`src/rtl/sgpkg.sv`:
```
package sgpkg;
  localparam int ADDR_W       = 24;
  localparam int SECT_SHIFT   = 12;
  localparam int SECT_IDX_W   = 9;
  localparam int BLK_SECT_LOG = 4;
  localparam int NUM_SECT     = 1 << SECT_IDX_W;
  localparam int BLK_SECT     = 1 << BLK_SECT_LOG;
  localparam int BLK_IDX_W    = SECT_IDX_W - BLK_SECT_LOG;
  localparam int NUM_BLK      = 1 << BLK_IDX_W;
  localparam int BYTE_IDX_W   = SECT_IDX_W - 3;

  typedef enum logic [2:0] {
    CMD_NOP = 3'd0, CMD_GUARD_ERASE = 3'd1, CMD_GUARD_PROG = 3'd2,
    CMD_LOCK = 3'd3, CMD_UNLOCK = 3'd4
  } cmdOp_e;

  typedef enum logic [2:0] {
    Q_READ = 3'd0, Q_PROG = 3'd1, Q_SECT_ERASE = 3'd2, Q_BLK_ERASE = 3'd3
  } qOp_e;

  typedef struct packed {
    logic                  eraseAll;
    logic                  progByte;
    logic                  lockAll;
    logic                  unlockOne;
    logic [BYTE_IDX_W-1:0] byteIdx;
    logic [7:0]            byteMask;
    logic [SECT_IDX_W-1:0] cmdSect;
    logic                  qValid;
    logic                  qRead;
    logic                  qSect;
    logic                  qBlk;
    logic                  qChip;
    logic [SECT_IDX_W-1:0] qSectIdx;
  } sgStrobe_t;
endpackage

```
`src/rtl/sg_ctrl.sv`:
```
module sg_ctrl
  import sgpkg::*;
(
  input  logic              cmdValid,
  input  logic [2:0]        cmdOp,
  input  logic [ADDR_W-1:0] cmdAddr,
  input  logic [7:0]        cmdData,
  input  logic              qValid,
  input  logic [2:0]        qOp,
  input  logic [ADDR_W-1:0] qAddr,
  output sgStrobe_t         stb
);
  logic unusedAddrBits;
  assign unusedAddrBits = ^{cmdAddr[ADDR_W-1:SECT_SHIFT+SECT_IDX_W],
                            cmdAddr[SECT_SHIFT-1:BYTE_IDX_W],
                            qAddr[ADDR_W-1:SECT_SHIFT+SECT_IDX_W],
                            qAddr[SECT_SHIFT-1:0]};

  always_comb begin
    stb          = '0;
    stb.byteIdx  = cmdAddr[BYTE_IDX_W-1:0];
    stb.byteMask = cmdData;
    stb.cmdSect  = cmdAddr[SECT_SHIFT +: SECT_IDX_W];
    stb.qSectIdx = qAddr[SECT_SHIFT +: SECT_IDX_W];
    stb.qValid   = qValid;
    if (cmdValid) begin
      case (cmdOp_e'(cmdOp))
        CMD_GUARD_ERASE: stb.eraseAll  = 1'b1;
        CMD_GUARD_PROG:  stb.progByte  = 1'b1;
        CMD_LOCK:        stb.lockAll   = 1'b1;
        CMD_UNLOCK:      stb.unlockOne = 1'b1;
        default: ;
      endcase
    end
    if (qValid) begin
      case (qOp_e'(qOp))
        Q_READ:       stb.qRead = 1'b1;
        Q_PROG:       stb.qSect = 1'b1;
        Q_SECT_ERASE: stb.qSect = 1'b1;
        Q_BLK_ERASE:  stb.qBlk  = 1'b1;
        default:      stb.qChip = 1'b1;
      endcase
    end
  end
endmodule

```
`src/rtl/sg_datapath.sv`:
```
module sg_datapath
  import sgpkg::*;
(
  input  logic      clk,
  input  logic      rstN,
  input  sgStrobe_t stb,
  output logic      qRespValid,
  output logic      qAllow
);
  logic [NUM_SECT-1:0]   guard;
  logic                  lockMode;
  logic                  unlockValid;
  logic [SECT_IDX_W-1:0] unlockSect;
  logic [NUM_BLK-1:0]    blockOk;
  logic [BLK_IDX_W-1:0]  qBlkIdx;
  logic                  sectOpen;
  logic                  wideOk;
  logic                  allowNext;

  always_ff @(posedge clk) begin
    if (!rstN) begin
      guard <= '1;
    end else if (stb.eraseAll) begin
      guard <= '1;
    end else if (stb.progByte) begin
      guard[{stb.byteIdx, 3'b000} +: 8] <= guard[{stb.byteIdx, 3'b000} +: 8] & stb.byteMask;
    end
  end

  always_ff @(posedge clk) begin
    if (!rstN) begin
      lockMode    <= 1'b0;
      unlockValid <= 1'b0;
      unlockSect  <= '0;
    end else if (stb.lockAll) begin
      lockMode    <= 1'b1;
      unlockValid <= 1'b0;
    end else if (stb.unlockOne) begin
      lockMode    <= 1'b1;
      unlockValid <= 1'b1;
      unlockSect  <= stb.cmdSect;
    end
  end

  for (genvar b = 0; b < NUM_BLK; b++) begin : g_blk
    assign blockOk[b] = &guard[b*BLK_SECT +: BLK_SECT];
  end

  assign qBlkIdx  = stb.qSectIdx[SECT_IDX_W-1 -: BLK_IDX_W];
  assign sectOpen = guard[stb.qSectIdx] &&
                    (!lockMode || (unlockValid && (unlockSect == stb.qSectIdx)));
  assign wideOk   = !lockMode && (stb.qChip ? (&blockOk) : blockOk[qBlkIdx]);
  assign allowNext = stb.qRead || (stb.qSect ? sectOpen : wideOk);

  always_ff @(posedge clk) begin
    if (!rstN) begin
      qRespValid <= 1'b0;
      qAllow     <= 1'b0;
    end else begin
      qRespValid <= stb.qValid;
      qAllow     <= stb.qValid && allowNext;
    end
  end

  AST_ERASE_FILLS: assert property (@(posedge clk) disable iff (!rstN)
    stb.eraseAll |=> (&guard));
  AST_NO_BIT_SET: assert property (@(posedge clk) disable iff (!rstN)
    !stb.eraseAll |=> ((guard & ~$past(guard)) == '0));
  AST_READ_OPEN: assert property (@(posedge clk) disable iff (!rstN)
    (stb.qValid && stb.qRead) |=> (qRespValid && qAllow));
  AST_WIDE_NEEDS_NO_LOCK: assert property (@(posedge clk) disable iff (!rstN)
    (qAllow && $past(stb.qBlk || stb.qChip)) |-> !$past(lockMode));
  AST_LOCK_CLOSES: assert property (@(posedge clk) disable iff (!rstN)
    stb.lockAll |=> (lockMode && !unlockValid));
endmodule

```
`src/rtl/sector_guard.sv`:
```
module sector_guard
  import sgpkg::*;
(
  input  logic              clk,
  input  logic              rstN,
  input  logic              cmdValid,
  input  logic [2:0]        cmdOp,
  input  logic [ADDR_W-1:0] cmdAddr,
  input  logic [7:0]        cmdData,
  input  logic              qValid,
  input  logic [2:0]        qOp,
  input  logic [ADDR_W-1:0] qAddr,
  output logic              qRespValid,
  output logic              qAllow
);
  sgStrobe_t stb;

  sg_ctrl u_ctrl (
    .cmdValid(cmdValid), .cmdOp(cmdOp), .cmdAddr(cmdAddr), .cmdData(cmdData),
    .qValid(qValid), .qOp(qOp), .qAddr(qAddr), .stb(stb)
  );

  sg_datapath u_dp (
    .clk(clk), .rstN(rstN), .stb(stb), .qRespValid(qRespValid), .qAllow(qAllow)
  );
endmodule

```
`config.mk`:
```
export PLATFORM = sky130hd
export DESIGN_NAME = sector_guard
export DESIGN_NICKNAME = d
export VERILOG_FILES = /design/src/rtl/sgpkg.sv /design/src/rtl/sg_ctrl.sv /design/src/rtl/sg_datapath.sv /design/src/rtl/sector_guard.sv
export SDC_FILE = /design/constraint.sdc
export NUM_CORES = 1
export LEC_CHECK = 0
export BUFFER_PORTS_ARGS = -buffer_cell sky130_fd_sc_hd__buf_4
export CORE_UTILIZATION = 50
export DETAILED_ROUTE_END_ITERATION = 12
export PLACE_DENSITY_LB_ADDON = 0.05
export SKIP_LAST_GASP = 1
export SYNTH_ARGS = -nofsm -noshare
export SYNTH_HDL_FRONTEND = slang
export SYNTH_HIERARCHICAL = 1
export SYNTH_SLANG_ARGS = --single-unit
```
`constraint.sdc`:
```
create_clock -name clk -period 8.5 [get_ports clk]
set_clock_uncertainty 0.15 [all_clocks]
set_input_delay 2.55 -clock clk [delete_from_list [all_inputs] [get_ports clk]]
set_output_delay 2.55 -clock clk [all_outputs]
set_load 0.005 [all_outputs]
```
==> out/qor.csv <==
metric,value,unit
largest net degree at the start of global routing,209,
maxcap violations,0,
RSZ-0062 raised after global routing,false,
DR DRC count,0,
Clock Tree Buf Depth,3,
Clock power frac,48.4,%
Slowest cell on crit path,nor2_1,
Post-Route WL,102,mm
crit-path leading delay family,simple AND/OR/NAND/NOR gates,
maximum VDD drop,0.000185,V
"Net Count, Synth",2838,
Setup crit start kind,input port,
final core utilization,55.2,%
Final Hold Slack,0.331,ns
"Slew Viols, Final",0,
Filler cells,4897,
port bufs,43,
HPWL after detailed placement,68.8,mm
vias in the first global route,22357,
Crit Path Category,in -> reg,
multi-input combinational cell area,0.0156,mm²
Site Rows,85,
R2R Path End,u_dp/guard[100],
final worst path period need,6.23,ns
Worst Setup EP,u_dp/guard[100],
CP Buf/Inv Count,3,
Cells after Synth,2769,
CP Capture Type,register,
ANT nets after route,0,
R2R cell count,6,
Tightest Hold Check Type,reg -> reg,
fraction of layout cells with a size suffix above 1,19.4,%
worst-skew pair later-pin latency,0.64,ns
combinational share of power,8.1,%
Post-CTS Hold Buffers,0,
CTS H-tree lvls,2,
Switching Power,0.00141,W
TritonCTS Buffers,58,
Worst Path Required,8.84,ns
total setup buffers inserted after CTS,0,
setup ws final,2.27,ns
Worst R2R Setup Slack,4.92,ns
vias per cell,7.19,
crit path max fanout,67,
CTS root buffer,clkbuf_16,
Wirelength per Cell,30.4,µm
Die Area,0.0562,mm²
Post-DP Area,0.0278,mm²
first-pass GRT wire length,152,mm
DIE WIDTH,237,µm
CTS tree,done,
Clock transition at path regs,0.06,ns
first drt pass iteration count,8,
fin crit share,73.4,%
fmax,160,MHz
setup tns final,0,ns
pre-CTS WS,1.61,ns
FF/Latch Area,0.0105,mm²
Initial Utilization,50.9,%
Power Density,190,mW/mm²
"Design Area, Final",0.0299,mm²
Core ar.,0.0542,mm²
Least-Margin Pin Slew,1.32,ns
internal power,0.00427,W
final net count,2684,
RD Place Congestion,1.00,
Layout area overhead,8.35,%
vias,24212,
worst-path cell chain,"clkbuf_8, buf_4, inv_1, ha_1, xnor2_1, nand2_1, nor2_1, nand2_1, a21oi_1, o21ai_0",
Avg Inst Size Synth,9.97,µm²
I/O Pins,68,
CP arrival,6.57,ns
Synth warnings,6,
Chip Height,237,µm
TritonCTS Sinks,525,
post-cts sizing count,0,
"Remaining Overflow, GRT",0,
Critical R2R Launch,u_dp/guard[508],
initial antenna violation count,5,
Static Leak,9.97,nW
Critical Path Stages,10,
Crit path largest cell delay,0.86,ns
# setup viols final,0,
CP startpoint,cmdAddr[0],
Iter 0 DRT Violations,3108,
Net Sw Frac,24.8,%
Fin. Hold Viols,0,
relative slew slack,11.0,%
Tot GR Track Use,36.4,%
outcome,completed,
sequential power share,43.5,%
Synth Cell Area,0.0276,mm²
"most used cell, CP",nand2_1,
-- cell type report --
cell class	instances	share of cell area, %
timing repair buffer	87	2.61
tap	696	2.91
clock buffer	85	5.77
clock inverter	24	1.18
sequential	525	35.1
multi-input combinational	1933	52.2
inverter	10	0.125
antenna	7	0.0585
-- how the worst min path moves through the flow --
stage / start / to / slack (ns) / depth (start not counted)
4_1_cts: u_dp/unlockSect[0] / u_dp/unlockSect[0] / 0.33 / 2
3_3_place_gp: u_dp/unlockSect[5] / u_dp/unlockSect[5] / 0.31 / 2
5_1_grt: u_dp/unlockSect[1] / u_dp/unlockSect[1] / 0.35 / 2
3_5_place_dp: u_dp/unlockSect[0] / u_dp/unlockSect[0] / 0.32 / 2
2_1_floorplan: u_dp/unlockSect[0] / u_dp/unlockSect[0] / 0.31 / 2
6_report: u_dp/unlockSect[1] / u_dp/unlockSect[1] / 0.33 / 2
-- registers in the layout, indices dropped and copies added, names as in the netlist --
name / count
u_dp/guard: 512
u_dp/qAllow: 1
u_dp/lockMode: 1
u_dp/unlockSect: 9
u_dp/qRespValid: 1
u_dp/unlockValid: 1
-- power by group through the flow --
stage               sequential, W  clock [W]  combinational, W
finish                    0.00247    0.00275          0.000458
global route              0.00247    0.00288          0.000469
CTS                       0.00247    0.00277          0.000443
detailed placement        0.00253          0          0.000443
global placement          0.00252          0          0.000439
floorplan                 0.00252          0          0.000291
-- through the flow --
| step | power (W) | cells |
|---|---|---|
| 2_1_floorplan | 0.00281 | 2769 |
| 3_3_place_gp | 0.00296 | 3251 |
| 3_5_place_dp | 0.00297 | 3251 |
| 4_1_cts | 0.00568 | 3360 |
| 5_1_grt | 0.00581 | 3360 |
| 6_report | 0.00567 | 3367 |
-- per-layer routing --
layer	wire [µm]	global-route usage, %	vias to the layer above
li1	-	-	10449
met1	39800	48.2	11970
met2	45700	55.3	1478
met3	11400	9.19	311
met4	5520	18.8	4
met5	23	0	-
-- cell usage in the layout (no fill, tap or decap), drive strengths merged, types with 5 or more instances in the layout --
master    n
nand2   150
nor2     30
nor4     30
o221ai    5
nor2b    11
nand4   147
or3      11
mux2i    31
mux4    294
nand2b   10
a21oi   513
nor3     12
clkinv   14
nand3    28
or4       8
o211ai   19
a21boi    9
o31ai    13
a22oi    16
dfxtp   525
a211oi    8
mux2      6
inv       9
a31oi     7
xnor2    14
or2       8
clkbuf   87
buf      85
and3     10
bufinv    9
o21ai   497
diode     7
-- worst min-delay path, delay by kind of cell (launching register included) --
kind	cells	cell delay, ns
compound gates	1	0.06
simple gates	1	0.05
flops	1	0.32
Note: power is estimated with default switching activity, not from simulation.
